File: src/rtl/rtc_wave_pkg.sv
package rtc_wave_pkg;

  typedef enum logic [2:0] {
    SRC_OFF      = 3'd0,
    SRC_SQ_1HZ   = 3'd1,
    SRC_SQ_32HZ  = 3'd2,
    SRC_SQ_64HZ  = 3'd3,
    SRC_SQ_512HZ = 3'd4,
    SRC_ALM_TGL  = 3'd5,
    SRC_ALM_COPY = 3'd6,
    SRC_PULSE    = 3'd7
  } src_e;

  localparam int unsigned NUM_SQ = 4;

  // log2 of square-wave frequency in Hz, indexed by selector code minus one
  function automatic int unsigned sq_freq_log2(input int unsigned idx);
    case (idx)
      0:       return 0;
      1:       return 5;
      2:       return 6;
      default: return 9;
    endcase
  endfunction

  // log2 of pulse high time in ticks
  function automatic logic [3:0] hi_log2(input logic [2:0] code);
    case (code)
      3'd0:    return 4'd11;
      3'd1:    return 4'd10;
      3'd2:    return 4'd8;
      3'd3:    return 4'd6;
      3'd4:    return 4'd5;
      3'd5:    return 4'd3;
      3'd6:    return 4'd1;
      default: return 4'd0;
    endcase
  endfunction

endpackage

File: src/rtl/rtc_wave_tick_cnt.sv
module rtc_wave_tick_cnt #(
  parameter int unsigned CNT_W = 16
) (
  input  logic             clk_i,
  input  logic             rst_ni,
  input  logic             tick_en_i,
  output logic [CNT_W-1:0] cnt_o,
  output logic [CNT_W-1:0] cnt_next_o
);

  logic [CNT_W-1:0] cnt_q;

  assign cnt_next_o = tick_en_i ? cnt_q + 1'b1 : cnt_q;
  assign cnt_o      = cnt_q;

  always_ff @(posedge clk_i or negedge rst_ni) begin
    if (!rst_ni) cnt_q <= '0;
    else         cnt_q <= cnt_next_o;
  end

  AST_CNT_HOLD: assert property (@(posedge clk_i) disable iff (!rst_ni)
    !tick_en_i |=> $stable(cnt_q));
  AST_CNT_STEP: assert property (@(posedge clk_i) disable iff (!rst_ni)
    tick_en_i |=> cnt_q == CNT_W'($past(cnt_q) + 1'b1));

endmodule

File: src/rtl/rtc_wave_square.sv
module rtc_wave_square
  import rtc_wave_pkg::*;
#(
  parameter int unsigned CNT_W = 16
) (
  input  logic [CNT_W-1:0]  cnt_i,
  output logic [NUM_SQ-1:0] sq_o
);

  // counter spans one 1 Hz period at twice the slow clock
  for (genvar g = 0; g < NUM_SQ; g++) begin : g_sq
    localparam int unsigned BIT_IDX = CNT_W - 1 - sq_freq_log2(g);
    assign sq_o[g] = cnt_i[BIT_IDX];
  end

endmodule

File: src/rtl/rtc_wave_pulse.sv
module rtc_wave_pulse
  import rtc_wave_pkg::*;
#(
  parameter int unsigned CNT_W = 16
) (
  input  logic [CNT_W-1:0] cnt_i,
  input  logic [2:0]       hi_code_i,
  input  logic [1:0]       per_code_i,
  output logic             pulse_o
);

  localparam int unsigned LIM_W = CNT_W + 1;

  logic [CNT_W-1:0] per_mask;
  logic [CNT_W-1:0] phase;
  logic [LIM_W-1:0] hi_lim;

  assign per_mask = {CNT_W{1'b1}} >> per_code_i;
  assign phase    = cnt_i & per_mask;
  assign hi_lim   = LIM_W'(1) << hi_log2(hi_code_i);
  assign pulse_o  = {1'b0, phase} < hi_lim;

endmodule

File: src/rtl/rtc_wave_alarm.sv
module rtc_wave_alarm
  import rtc_wave_pkg::*;
(
  input  logic       clk_i,
  input  logic       rst_ni,
  input  logic [2:0] src_sel_i,
  input  logic       alarm_i,
  output logic       tgl_next_o
);

  logic [2:0] sel_q;
  logic       alm_q;
  logic       tgl_q;
  logic       sel_chg;
  logic       alm_rise;

  assign sel_chg  = src_sel_i != sel_q;
  assign alm_rise = alarm_i & ~alm_q;

  always_comb begin
    tgl_next_o = tgl_q;
    if (sel_chg)                                      tgl_next_o = 1'b0;
    else if (src_sel_i == SRC_ALM_TGL && alm_rise)    tgl_next_o = ~tgl_q;
  end

  always_ff @(posedge clk_i or negedge rst_ni) begin
    if (!rst_ni) begin
      sel_q <= SRC_OFF;
      alm_q <= 1'b0;
      tgl_q <= 1'b0;
    end else begin
      sel_q <= src_sel_i;
      alm_q <= alarm_i;
      tgl_q <= tgl_next_o;
    end
  end

  AST_TGL_CLR: assert property (@(posedge clk_i) disable iff (!rst_ni)
    (src_sel_i != sel_q) |=> !tgl_q);
  AST_TGL_FLIP: assert property (@(posedge clk_i) disable iff (!rst_ni)
    (src_sel_i == SRC_ALM_TGL && src_sel_i == sel_q && alarm_i && !alm_q)
      |=> tgl_q != $past(tgl_q));

endmodule

File: src/rtl/rtc_wave_out.sv
module rtc_wave_out
  import rtc_wave_pkg::*;
#(
  parameter int unsigned CNT_W = 16
) (
  input  logic       clk_i,
  input  logic       rst_ni,
  input  logic       tick_en_i,
  input  logic [2:0] src_sel_i,
  input  logic [2:0] hi_code_i,
  input  logic [1:0] per_code_i,
  input  logic       alarm_i,
  output logic       wave_o
);

  logic [CNT_W-1:0]  cnt;
  logic [CNT_W-1:0]  cnt_next;
  logic [NUM_SQ-1:0] sq;
  logic              pulse;
  logic              tgl_next;
  logic              wave_d;
  logic              wave_q;

  rtc_wave_tick_cnt #(.CNT_W(CNT_W)) u_cnt (
    .clk_i      (clk_i),
    .rst_ni     (rst_ni),
    .tick_en_i  (tick_en_i),
    .cnt_o      (cnt),
    .cnt_next_o (cnt_next)
  );

  // decode from the next count so the pin register lines up with the counter
  rtc_wave_square #(.CNT_W(CNT_W)) u_sq (
    .cnt_i (cnt_next),
    .sq_o  (sq)
  );

  rtc_wave_pulse #(.CNT_W(CNT_W)) u_pulse (
    .cnt_i      (cnt_next),
    .hi_code_i  (hi_code_i),
    .per_code_i (per_code_i),
    .pulse_o    (pulse)
  );

  rtc_wave_alarm u_alm (
    .clk_i      (clk_i),
    .rst_ni     (rst_ni),
    .src_sel_i  (src_sel_i),
    .alarm_i    (alarm_i),
    .tgl_next_o (tgl_next)
  );

  always_comb begin
    unique case (src_e'(src_sel_i))
      SRC_OFF:      wave_d = 1'b0;
      SRC_SQ_1HZ:   wave_d = sq[0];
      SRC_SQ_32HZ:  wave_d = sq[1];
      SRC_SQ_64HZ:  wave_d = sq[2];
      SRC_SQ_512HZ: wave_d = sq[3];
      SRC_ALM_TGL:  wave_d = tgl_next;
      SRC_ALM_COPY: wave_d = alarm_i;
      SRC_PULSE:    wave_d = pulse;
      default:      wave_d = 1'b0;
    endcase
  end

  always_ff @(posedge clk_i or negedge rst_ni) begin
    if (!rst_ni) wave_q <= 1'b0;
    else         wave_q <= wave_d;
  end

  assign wave_o = wave_q;

  AST_OFF_LOW: assert property (@(posedge clk_i) disable iff (!rst_ni)
    (src_sel_i == SRC_OFF) |=> !wave_o);
  AST_ALM_COPY: assert property (@(posedge clk_i) disable iff (!rst_ni)
    (src_sel_i == SRC_ALM_COPY) |=> wave_o == $past(alarm_i));
  AST_RST_LOW: assert property (@(posedge clk_i)
    !rst_ni |-> !wave_o);

endmodule

File: config.mk
export PLATFORM = sky130hd
export DESIGN_NAME = rtc_wave_out
export DESIGN_NICKNAME = d
export VERILOG_FILES = /design/src/rtl/rtc_wave_pkg.sv /design/src/rtl/rtc_wave_tick_cnt.sv /design/src/rtl/rtc_wave_square.sv /design/src/rtl/rtc_wave_pulse.sv /design/src/rtl/rtc_wave_alarm.sv /design/src/rtl/rtc_wave_out.sv
export SDC_FILE = /design/constraint.sdc
export NUM_CORES = 1
export LEC_CHECK = 0
export ABC_AREA = 1
export BUFFER_PORTS_ARGS = -buffer_cell sky130_fd_sc_hd__buf_2
export CORE_MARGIN = 10
export CORE_UTILIZATION = 57
export DETAILED_ROUTE_END_ITERATION = 10
export PLACE_DENSITY_LB_ADDON = 0.08
export SYNTH_ARGS = -nofsm -noshare
export SYNTH_HDL_FRONTEND = slang
export SYNTH_SLANG_ARGS = --single-unit
export TNS_END_PERCENT = 20
File: constraint.sdc
create_clock -name clk_i -period 2.4 [get_ports clk_i]
set_input_delay 0.48 -clock clk_i [delete_from_list [all_inputs] [get_ports clk_i]]
set_output_delay 0.48 -clock clk_i [all_outputs]
set_load 0.05 [all_outputs]
# Word level (Yosys, flattened, before mapping)
# Cells that the tools add are included.
[word_totals]
reg_bits = 22
wordCells = 35
in_bits = 12
output_inout_bits = 1
[classes]
n_mux = 5
shift = 2
n_eq_ne = 14
reduce_logical = 3
addsub = 1
order_cmp = 1
bitwise = 4
[ops]
columns = ["cell", "count"]
rows = [
  ["4-bit one-hot mux with 7 select lines", 1],
  ["3-bit equality test, second input constant", 7],
  ["16-bit by 17-bit < comparator with 1-bit output", 1],
  ["1-bit by 4-bit << shifter with 17-bit output, first input constant", 1],
  ["16-bit by 1-bit adder with 16-bit output, second input constant", 1],
  ["16-bit AND", 1],
  ["16-bit 2-to-1 mux", 1],
  ["16-bit by 2-bit right shift with 16-bit output, first input constant", 1],
  ["3-bit by 2-bit equality test with 1-bit output, second input constant", 4],
  ["1-bit one-hot mux with 8 select lines", 1],
  ["3-bit by 1-bit equality test with 1-bit output, second input constant", 2],
  ["3-bit logical NOT", 2],
  ["3-bit inequality test", 1],
  ["1-bit 2-to-1 mux", 2],
  ["1-bit inverter", 2],
  ["1-bit AND", 1],
  ["1-bit logical AND", 1],
]

# Depth between registers and ports, before layout
# Gate-level depths: netlist of run 1.
[logic_depth]
ltp_word = 6
depth_mapped = 18
ltp_nobuf = 18

# By module
# Synthesis of run 1 repeated with hierarchy kept, for this count alone.
[hier_totals]
hier_cells = 217
hier_area_um2 = 1637.8
[by_module_without_submodules]
columns = ["mod", "area_each_um2", "n_inst", "seq_area_each_um2", "cells_per_inst"]
rows = [
  ["rtc_wave_tick_cnt", 815.8, 1, 400.4, 93],
  ["rtc_wave_pulse", 469.2, 1, 0.0, 82],
  ["rtc_wave_alarm", 211.5, 1, 125.1, 18],
  ["rtc_wave_out", 111.4, 1, 25.0, 20],
  ["rtc_wave_square", 30.0, 1, 0.0, 4],
]

# Least setup slack after synthesis of run 1
# OpenSTA, ideal clock, no wires.
[synth_timing]
kind = "register to register"
from = "register u_cnt.cnt_q[0] (netlist: u_cnt.cnt_o[0])"
to = "register wave_q (netlist: wave_o)"
n_path_buf = 0
path_stages_with_launch = 18
arrival_time_ns = 1.930
slack_ns = 0.351
setup_ns = 0.119
path_cell_list = "dfrtp_1 -> ha_1 -> nand2_2 -> nor2_4 -> nand2_4 -> nor2_4 -> nand2_1 -> xnor2_1 -> ha_1 -> nand2_1 -> nor2_1 -> nand3_1 -> nor2_1 -> nand2_1 -> nand2_1 -> nor2_1 -> nor2_1 -> nand2_1"
[synth_between]
elab_chain_cells = 5
[synth_rtl]
columns = ["item", "line", "rtl"]
rows = [
  ["from (decl)", "rtc_wave_tick_cnt.sv:11", "logic [CNT_W-1:0] cnt_q;"],
  ["from (signal assigned)", "rtc_wave_tick_cnt.sv:18", "else cnt_q <= cnt_next_o;"],
  ["16-bit by 1-bit adder with 16-bit output", "rtc_wave_tick_cnt.sv:13", "assign cnt_next_o = tick_en_i ? cnt_q + 1'b1 : cnt_q;"],
  ["16-bit 2-to-1 mux", "rtc_wave_tick_cnt.sv:13", ""],
  ["via cnt_next[12]", "rtc_wave_out.sv:17", "logic [CNT_W-1:0] cnt_next;"],
  ["16-bit AND", "rtc_wave_pulse.sv:19", "assign phase = cnt_i & per_mask;"],
  ["16-bit by 17-bit < comparator with 1-bit output", "rtc_wave_pulse.sv:21", "assign pulse_o = {1'b0, phase} < hi_lim;"],
  ["1-bit one-hot mux with 8 select lines", "rtc_wave_out.sv:54", "unique case (src_e'(src_sel_i))"],
  ["via wave_d", "rtc_wave_out.sv:21", "logic wave_d;"],
  ["to (signal assigned)", "rtc_wave_out.sv:69", "else wave_q <= wave_d;"],
  ["to (decl)", "rtc_wave_out.sv:22", "logic wave_q;"],
]
# The timed path passes the listed nets, and every way through them passes these cells.

# Worst setup path after layout of run 1
[layout_timing]
from = "register u_cnt.cnt_q[0] (netlist: u_cnt.cnt_o[0])"
to = "register wave_q (netlist: wave_o)"
[layout_between]
elab_chain_cells = 5
[layout_rtl]
columns = ["item", "line"]
rows = [
  ["16-bit by 1-bit adder with 16-bit output *", "rtc_wave_tick_cnt.sv:13"],
  ["16-bit 2-to-1 mux *", "rtc_wave_tick_cnt.sv:13"],
  ["via cnt_next[10]", "rtc_wave_out.sv:17"],
  ["16-bit AND", "rtc_wave_pulse.sv:19"],
  ["16-bit by 17-bit < comparator with 1-bit output", "rtc_wave_pulse.sv:21"],
  ["1-bit one-hot mux with 8 select lines *", "rtc_wave_out.sv:54"],
  ["via wave_d", "rtc_wave_out.sv:21"],
]
# The timed path passes the listed nets; every way through them passes the cells marked *.

==> results.md, run 1 <==
| Metric | Value |
|---|---|
| Run status | finished, final reports clean |
| Clock sink count | 22 |
| Floorplan die area | 0.00537 mm² |
| Part of the power in combinational logic | 35.3% |
| Critical Path Source Type | register |
| Largest fanout on the critical path | 4 |
| Clock root buffer master | sky130_fd_sc_hd__clkbuf_4 |
| Path category of the worst min-delay check | primary input to async pin |
| Via count | 1394 |
| CTS buffer count | 3 |
| Internal Power | 0.000664 W |
| Area contributors post-synth | sky130_fd_sc_hd__dfrtp_1, sky130_fd_sc_hd__ha_1, sky130_fd_sc_hd__nand2_1 |
| Number of warnings reported in the yosys synthesis log | 0 |
| CTS tree | yes |
| Final Skew | 0.00187 ns |
| Sequential share of power | 45.1% |
| Slowest library cell on the worst path | sky130_fd_sc_hd__dfrtp_1 |
| Fraction of the yosys area taken by sequential cells | 34.1% |
| Max_slew headroom | 66.2% |
| Count of filler cells inserted in the layout | 222 |
| Hold Buf Count CTS | 0 |
| Chip width | 73.3 µm |
| Data arrival, critical path | 2.55 ns |
| Register bit total from synthesis | 22 |
| Starting density of the core | 59.1% |
| F_max | 429 MHz |
| Part of the total power dissipated in the clock network | 19.6% |
| Final estimated routing congestion in global placement | 0.806 |
| Dpl ws | 0.0207 ns |
| Number of instances in the synthesized netlist | 213 |
| Site row count | 19 |
| Maximum level of the CTS H-tree | 1 |
| Worst-Skew Late Latency | 0.31 ns |
| Layout cells sized above 1 | 22.4% |
| Slew Viols, Final | 0 |
| Final min period | 2.33 ns |
| Endpoints failing setup | 0 |
| Most frequent CP cell | sky130_fd_sc_hd__nand2_1 |
| Post-synthesis cell type with the largest combined area | sky130_fd_sc_hd__dfrtp_1 |
| Share of total power consumed by net switching | 38.3% |
| Number of search-and-repair iterations in the first detailed-routing pass | 4 |
| Clock transition at the registers of the reported paths | 0.13 ns |
| Max-cap violations | 0 |
| Cell count after placement | 263 |
| Antenna Nets Post-Route | 0 |
| Synth cell types | 25 |
| Maximum buffer depth of the clock tree | 2 |
| Proportion of netlist area held by the largest area contributor | 34.1% |
| Global-route wire length before repair | 5820 µm |
| Wire length after detailed routing | 3540 µm |
| Area delta synth->final | 17.8% |
| Iter 0 DRT Violations | 95 |
| Die height | 73.3 µm |
| Crit. End Element | register |
| Core footprint | 0.00273 mm² |
| Total overflow reported by the global router | 0 |
| Vias in the first global route | 1373 |
| Combined area of all synthesized cells | 0.00162 mm² |
| Tot GR Track Use | 13.2% |
| Critical-path cell list | ha_2 > nand2_2 > nor2_4 > buf_4 > nand4_1 > and2_4 > ha_4 > nand2_1 > nor2_2 > nand3_2 > nor2_1 > nand2_1 > nand2_1 > nor2_1 > nor2_1 > nand2_1 |
| DR WL/cell | 13.0 µm |
| Drc violations | 0 |
| Final HPWL from detailed placement | 2630 µm |
| Post-route fraction of the period consumed by the critical path | 97.2% |
| Worst hold slack across all endpoints | 0.115 ns |
| Final net count | 270 |
| Pin count of the biggest net entering global routing | 23 |
| Non-filler cells in the finished layout | 272 |
| RSZ-0062 raised after global routing | true |
| Peak supply drop | 0.505 mV |
| Final-report hold violation count | 0 |
| Leak pwr | 1.04 nW |
| Power Dens Cells | 565 mW/mm² |
| Psw | 0.000413 W |
| Io pins | 13 |
| Post-synthesis area per instance | 7.59 µm² |
| Final setup margin | 0.0665 ns |
| Number of diodes added for antenna fixing | 0 |
| Actual slew at the worst max-slew pin | 0.506 ns |
| Vias per Instance | 5.13 |
| Required time of the worst setup path | 2.62 ns |
| Antenna violations before repair | 0 |
| Number of buffer cells added on primary ports | 12 |
| Maximum single-stage delay on the critical path | 0.41 ns |
| Path type of the worst setup path | register to register |
==> synth_stat cells <==
master and number:
sky130_fd_sc_hd__nand2_1 51, sky130_fd_sc_hd__inv_1 31, sky130_fd_sc_hd__nor2_1 23, sky130_fd_sc_hd__dfrtp_1 22, sky130_fd_sc_hd__nand3_1 20, sky130_fd_sc_hd__ha_1 16
sky130_fd_sc_hd__a21oi_1 7, sky130_fd_sc_hd__xor2_1 6, sky130_fd_sc_hd__nand2_2 5, sky130_fd_sc_hd__nor3_1 5, sky130_fd_sc_hd__xnor2_1 5, sky130_fd_sc_hd__nor2_4 4
sky130_fd_sc_hd__and2_1 3, sky130_fd_sc_hd__nand2_4 2, sky130_fd_sc_hd__nand4_1 2, sky130_fd_sc_hd__o21ai_0 2, sky130_fd_sc_hd__a21o_1 1, sky130_fd_sc_hd__a22oi_1 1
sky130_fd_sc_hd__buf_2 1, sky130_fd_sc_hd__conb_1 1, sky130_fd_sc_hd__nand3_2 1, sky130_fd_sc_hd__nor3_4 1, sky130_fd_sc_hd__nor4_1 1, sky130_fd_sc_hd__o21bai_1 1
sky130_fd_sc_hd__o21bai_2 1
==> final cells by class <==
cell class	instances	area, µm²	area share, %
multi-input cells	166	1060	55.5
flip-flops and latches	22	551	28.9
inverters	31	116	6.11
repair buffers	18	105	5.52
well taps	31	38.8	2.04
clock buffers	4	36.3	1.91
==> critical path, delay by kind of cell (launching register included) <==
family,cells,cell delay (ns)
flops,1,0.41
fa+ha+maj,2,0.45
simple gates,13,1.24
buf+inv,1,0.14
==> power by group through the flow <==
stage | Sequential (W) | Clock, W | Combinational [W]
2_1_floorplan | 0.000483 | 0 | 0.000264
3_3_place_gp | 0.000489 | 0 | 0.000341
3_5_place_dp | 0.000492 | 0 | 0.000348
4_1_cts | 0.000484 | 0.000219 | 0.000353
5_1_grt | 0.000490 | 0.000233 | 0.000432
6_report | 0.000485 | 0.000211 | 0.000380
==> registers in the layout, indices dropped and copies added (netlist names) <==
name / count
u_alm.alm_q: 1
u_alm.sel_q: 3
u_alm.tgl_q: 1
u_cnt.cnt_o: 16
wave_o: 1
==> worst paths after layout <==
check / startpoint / endpoint / slack, ns / cells after the start
worst min register to register: u_cnt.cnt_o[8] / u_cnt.cnt_o[8] / 0.53 / 1
worst max register to register: u_cnt.cnt_o[0] / wave_o / 0.07 / 16
max in group asynchronous: rst_ni / u_cnt.cnt_o[2] / 1.95 / 1
worst min-delay path: rst_ni / u_cnt.cnt_o[5] / 0.11 / 1
worst max-delay path: u_cnt.cnt_o[0] / wave_o / 0.07 / 16
min in group clk_i: alarm_i / u_alm.alm_q / 0.30 / 1
==> through the flow <==
| stage | power (W) | instance area (µm²) | util, % | setup TNS, ns |
|---|---|---|---|---|
| final | 0.00108 | 1900 | 69.7 | 0 |
| after global routing | 0.00116 | 1900 | 69.7 | -0.122 |
| after CTS | 0.00106 | 1780 | 65.1 | 0 |
| after floorplan | 0.000746 | 1640 | - | 0 |
| after detailed placement | 0.000840 | 1740 | 63.8 | 0 |
| after global placement | 0.000831 | 1740 | 63.8 | 0 |
==> cells in the final DEF, fill, tap and decap left out, types with 2 or more instances in the layout <==
cell type,instances
sky130_fd_sc_hd__nand2_4,2
sky130_fd_sc_hd__conb_1,8
sky130_fd_sc_hd__a21oi_1,6
sky130_fd_sc_hd__ha_1,12
sky130_fd_sc_hd__nor2_1,18
sky130_fd_sc_hd__buf_4,6
sky130_fd_sc_hd__inv_1,31
sky130_fd_sc_hd__clkbuf_4,3
sky130_fd_sc_hd__nand2_1,48
sky130_fd_sc_hd__nor3_1,5
sky130_fd_sc_hd__nor2_2,5
sky130_fd_sc_hd__nand4_1,2
sky130_fd_sc_hd__and2_4,2
sky130_fd_sc_hd__nor2_4,4
sky130_fd_sc_hd__nand2_2,8
sky130_fd_sc_hd__xnor2_1,4
sky130_fd_sc_hd__dfrtp_1,22
sky130_fd_sc_hd__buf_2,12
sky130_fd_sc_hd__nand3_2,3
sky130_fd_sc_hd__ha_4,3
sky130_fd_sc_hd__xor2_1,6
sky130_fd_sc_hd__nand3_1,18
==> cells by family (layout without fill, tap and decap cells) <==
logic type                 count (synthesis)  in the layout  share of synthesized area (%)
AOI/OAI and AO/OA                         13             13                           4.88
xor gates and xnor gates                  11             11                           5.96
adders and majority gates                 16             16                           12.4
buffers and inverters                     32             53                           7.51
DFF                                       22             22                           34.1
other                                      1              8                          0.232
and+or+nand+nor                          118            118                           35.0
==> per-layer routing <==
| metal | vias to the layer above | track usage, % | wire (µm) | share of wire, % |
|---|---|---|---|---|
| met4 | 0 | 4.01 | 14 | 0.40 |
| met3 | 2 | 2.15 | 54 | 1.5 |
| met5 | - | 0 | 0 | 0 |
| li1 | 729 | - | - | - |
| met1 | 655 | 15.6 | 1590 | 45 |
| met2 | 8 | 23.4 | 1870 | 53 |
==> what timing repair did <==
action                                  in CTS  in global routing
resized for setup                            0                 19
endpoints found under the setup margin       0                  1
buffers inserted                             0                  5
(Power assumes the default switching activity.)
==> run 2, diff against run 1 <==
==> constraint.sdc (replaced) <==
create_clock -name clk_i -period 2.9 [get_ports clk_i]
set_input_delay 0.58 -clock clk_i [delete_from_list [all_inputs] [get_ports clk_i]]
set_output_delay 0.58 -clock clk_i [all_outputs]
set_load 0.05 [all_outputs]
==> run 2 against run 1 <==
Net effect: register-to-register slack gained 0.57 ns; via count shrank 4.4%; setup slack gained 0.57 ns; worst hold slack gained 0.10 ns.
==> results.md, run 2 (synthesized netlist as in run 1, its figures left out) <==
| Metric | Value | Change |
|---|---|---|
| Run status | finished, final reports clean |  |
| Combined flip-flop and latch cell area | 551 µm² | unchanged |
| Peak supply drop | 0.429 mV | -15% |
| Slew Viols, Final | 0 | unchanged |
| Tot GR Track Use | 13.0% | -0.19 points |
| Path category of the worst min-delay check | primary input to async pin |  |
| Worst-Skew Late Latency | 0.31 ns | about the same |
| Maximum level of the CTS H-tree | 1 | unchanged |
| Core footprint | 0.00273 mm² | unchanged |
| Endpoints failing setup | 0 | unchanged |
| Commonest cells after routing, fill and taps aside | sky130_fd_sc_hd__nand2_1, sky130_fd_sc_hd__inv_1, sky130_fd_sc_hd__nor2_1 |  |
| Commonest non-fill, non-tap cell in the layout | sky130_fd_sc_hd__nand2_1 |  |
| Site row count | 19 | unchanged |
| Pin count of the biggest net entering global routing | 23 | unchanged |
| Setup total negative slack | 0 ns | unchanged |
| Worst r2r dst | wave_o |  |
| R2R setup slack | 0.63 ns | +0.57 ns |
| Path type of the worst setup path | register to register |  |
| Resized Gates After CTS | 0 | unchanged |
| Post-placement cell area | 0.00174 mm² | -0.43% |
| Maximum single-stage delay on the critical path | 0.41 ns | about the same |
| CTS tree | yes |  |
| Post-CTS Setup Inserts | 0 | unchanged |
| Largest register FFs | 16 | unchanged |
| Final estimated routing congestion in global placement | 0.802 | -0.60% |
| Area delta synth->final | 8.82% |  |
| Required time of the worst setup path | 3.12 ns | +0.50 ns |
| F_max | 441 MHz | +2.9% |
| Leak pwr | 0.990 nW | -4.8% |
| Hold Buf Count CTS | 0 | unchanged |
| Most frequent CP cell | sky130_fd_sc_hd__nor2_1 |  |
| Number of search-and-repair iterations in the first detailed-routing pass | 4 | unchanged |
| Vias per Instance | 5.03 | -1.9% |
| Worst reg2reg path startpoint | u_cnt.cnt_o[0] |  |
| CTS buffer count | 3 | unchanged |
| Multi-input combinational cell area | 971 µm² | -8.2% |
| DR WL/cell | 12.0 µm | -7.4% |
| Number of buffer cells added on primary ports | 12 | unchanged |
| Final HPWL from detailed placement | 2640 µm | +0.54% |
| Actual slew at the worst max-slew pin | 0.515 ns | +0.00819 ns |
| Cell count of the worst reg-to-reg path | 18 | +2 |
| Max-cap violations | 0 | unchanged |
| Io pins | 13 | unchanged |
| Final net count | 264 | -2.2% |
| Largest fanout on the critical path | 4 | unchanged |
| Post-route design area | 0.00176 mm² | -7.6% |
| Final-report hold violation count | 0 | unchanged |
| Chip width | 73.3 µm | unchanged |
| Post-route fraction of the period consumed by the critical path | 78.2% | -19 points |
| Die height | 73.3 µm | unchanged |
| Data arrival, critical path | 2.48 ns | -0.07 ns |
| Crit. End Element | register |  |
| Starting density of the core | 59.1% | unchanged |
| Critical-path cell list | ha_1 > nand2_2 > nor2_4 > nand2_4 > nor2_4 > nand3_2 > nor2_1 > nand2_1 > nand2_1 > nor2_1 > ha_1 > a21oi_1 > o21ai_0 > nor2_1 > nand2_1 > nor2_1 > nor2_1 > nand2_1 |  |
| Slowest library cell on the worst path | sky130_fd_sc_hd__dfrtp_1 |  |
| Total overflow reported by the global router | 0 | unchanged |
| Clock transition at the registers of the reported paths | 0.13 ns | about the same |
| Critical Path Source Type | register |  |
| Clock root buffer master | sky130_fd_sc_hd__clkbuf_4 |  |
| Power Dens Cells | 473 mW/mm² | -16% |
| Layout cells sized above 1 | 12.4% | -10 points |
| Antenna Nets Post-Route | 0 | unchanged |
| Count of filler cells inserted in the layout | 252 | +14% |
| Wire length after detailed routing | 3190 µm | -9.8% |
| Vias in the first global route | 1339 | -2.5% |
| Max_slew headroom | 65.7% | -0.55 points |
| Final min period | 2.27 ns | -0.0654 ns |
| Global-route wire length before repair | 5700 µm | -2.0% |
| Antenna violations before repair | 0 | unchanged |
| Number of diodes added for antenna fixing | 0 | unchanged |
| Final Skew | 0.00152 ns | -0.000348 ns |
| Maximum buffer depth of the clock tree | 2 | unchanged |
| RSZ-0062 raised after global routing | false |  |
| Clock sink count | 22 | unchanged |
| Floorplan die area | 0.00537 mm² | unchanged |
| Via count | 1332 | -4.4% |
| Drc violations | 0 | unchanged |
| Iter 0 DRT Violations | 46 | -52% |
==> run 2: cell types whose count changed in the layout (fill, tap and decap cells not counted), sizes merged <==
| cell | previous run | this run |
|---|---|---|
| buf | 18 | 12 |
| clkbuf | 4 | 3 |
==> run 2: critical path, delay by kind of cell, from the launching register on <==
| family | cells | cell delay [ns] |
|---|---|---|
| AND/OR/NAND/NOR | 14 | 1.06 |
| flip-flops | 1 | 0.41 |
| adder cells (fa/ha/maj) | 2 | 0.48 |
| AO/OA/AOI/OAI | 2 | 0.22 |
==> run 2: worst max-delay path by stage <==
| stage | start | to | slack [ns] | cells past startpoint |
|---|---|---|---|---|
| after CTS | u_cnt.cnt_o[0] | wave_o | 0.62 | 18 |
| after detailed placement | tick_en_i | wave_o | 0.42 | 18 |
| after floorplan | tick_en_i | wave_o | 0.80 | 16 |
| after global placement | tick_en_i | wave_o | 0.47 | 16 |
| after global routing | u_cnt.cnt_o[1] | wave_o | 0.30 | 18 |
| final | u_cnt.cnt_o[0] | wave_o | 0.63 | 18 |
==> run 2: power by group <==
part	internal, W	switching [W]	leakage (nW)
combinational	0.000107	0.000179	0.702
sequential	0.000352	0.0000497	0.275
clock	0.0000486	0.0000965	0.0138
==> run 2: per-layer routing <==
metal	GRT usage, %	part of all wire (%)	vias up
li1	-	-	712
met5	0	0	-
met4	3.16	1.1	0
met3	2.15	2.3	5
met1	16.0	46	601
met2	22.7	50	14
==> run 2: area by class of cell <==
type	count	share of cell area, %
Tap cell	31	2.20
Multi-Input combinational cell	166	55.2
Timing Repair Buffer	12	3.41
Sequential cell	22	31.3
Inverter	31	6.61
Clock buffer	3	1.28
==> run 2: through the flow <==
| stage | power (W) | utilization, % | hold slack [ns] | setup WS (ns) | cells |
|---|---|---|---|---|---|
| 4_1_cts | 0.000841 | 64.3 | 0.238 | 0.617 | 265 |
| 3_5_place_dp | 0.000696 | 63.5 | 0.519 | 0.418 | 262 |
| 6_report | 0.000833 | 64.3 | 0.219 | 0.632 | 265 |
| 3_3_place_gp | 0.000688 | 63.5 | 0.516 | 0.471 | 262 |
| 2_1_floorplan | 0.000618 | - | 0.284 | 0.799 | 220 |
| 5_1_grt | 0.000902 | 64.3 | 0.237 | 0.297 | 265 |
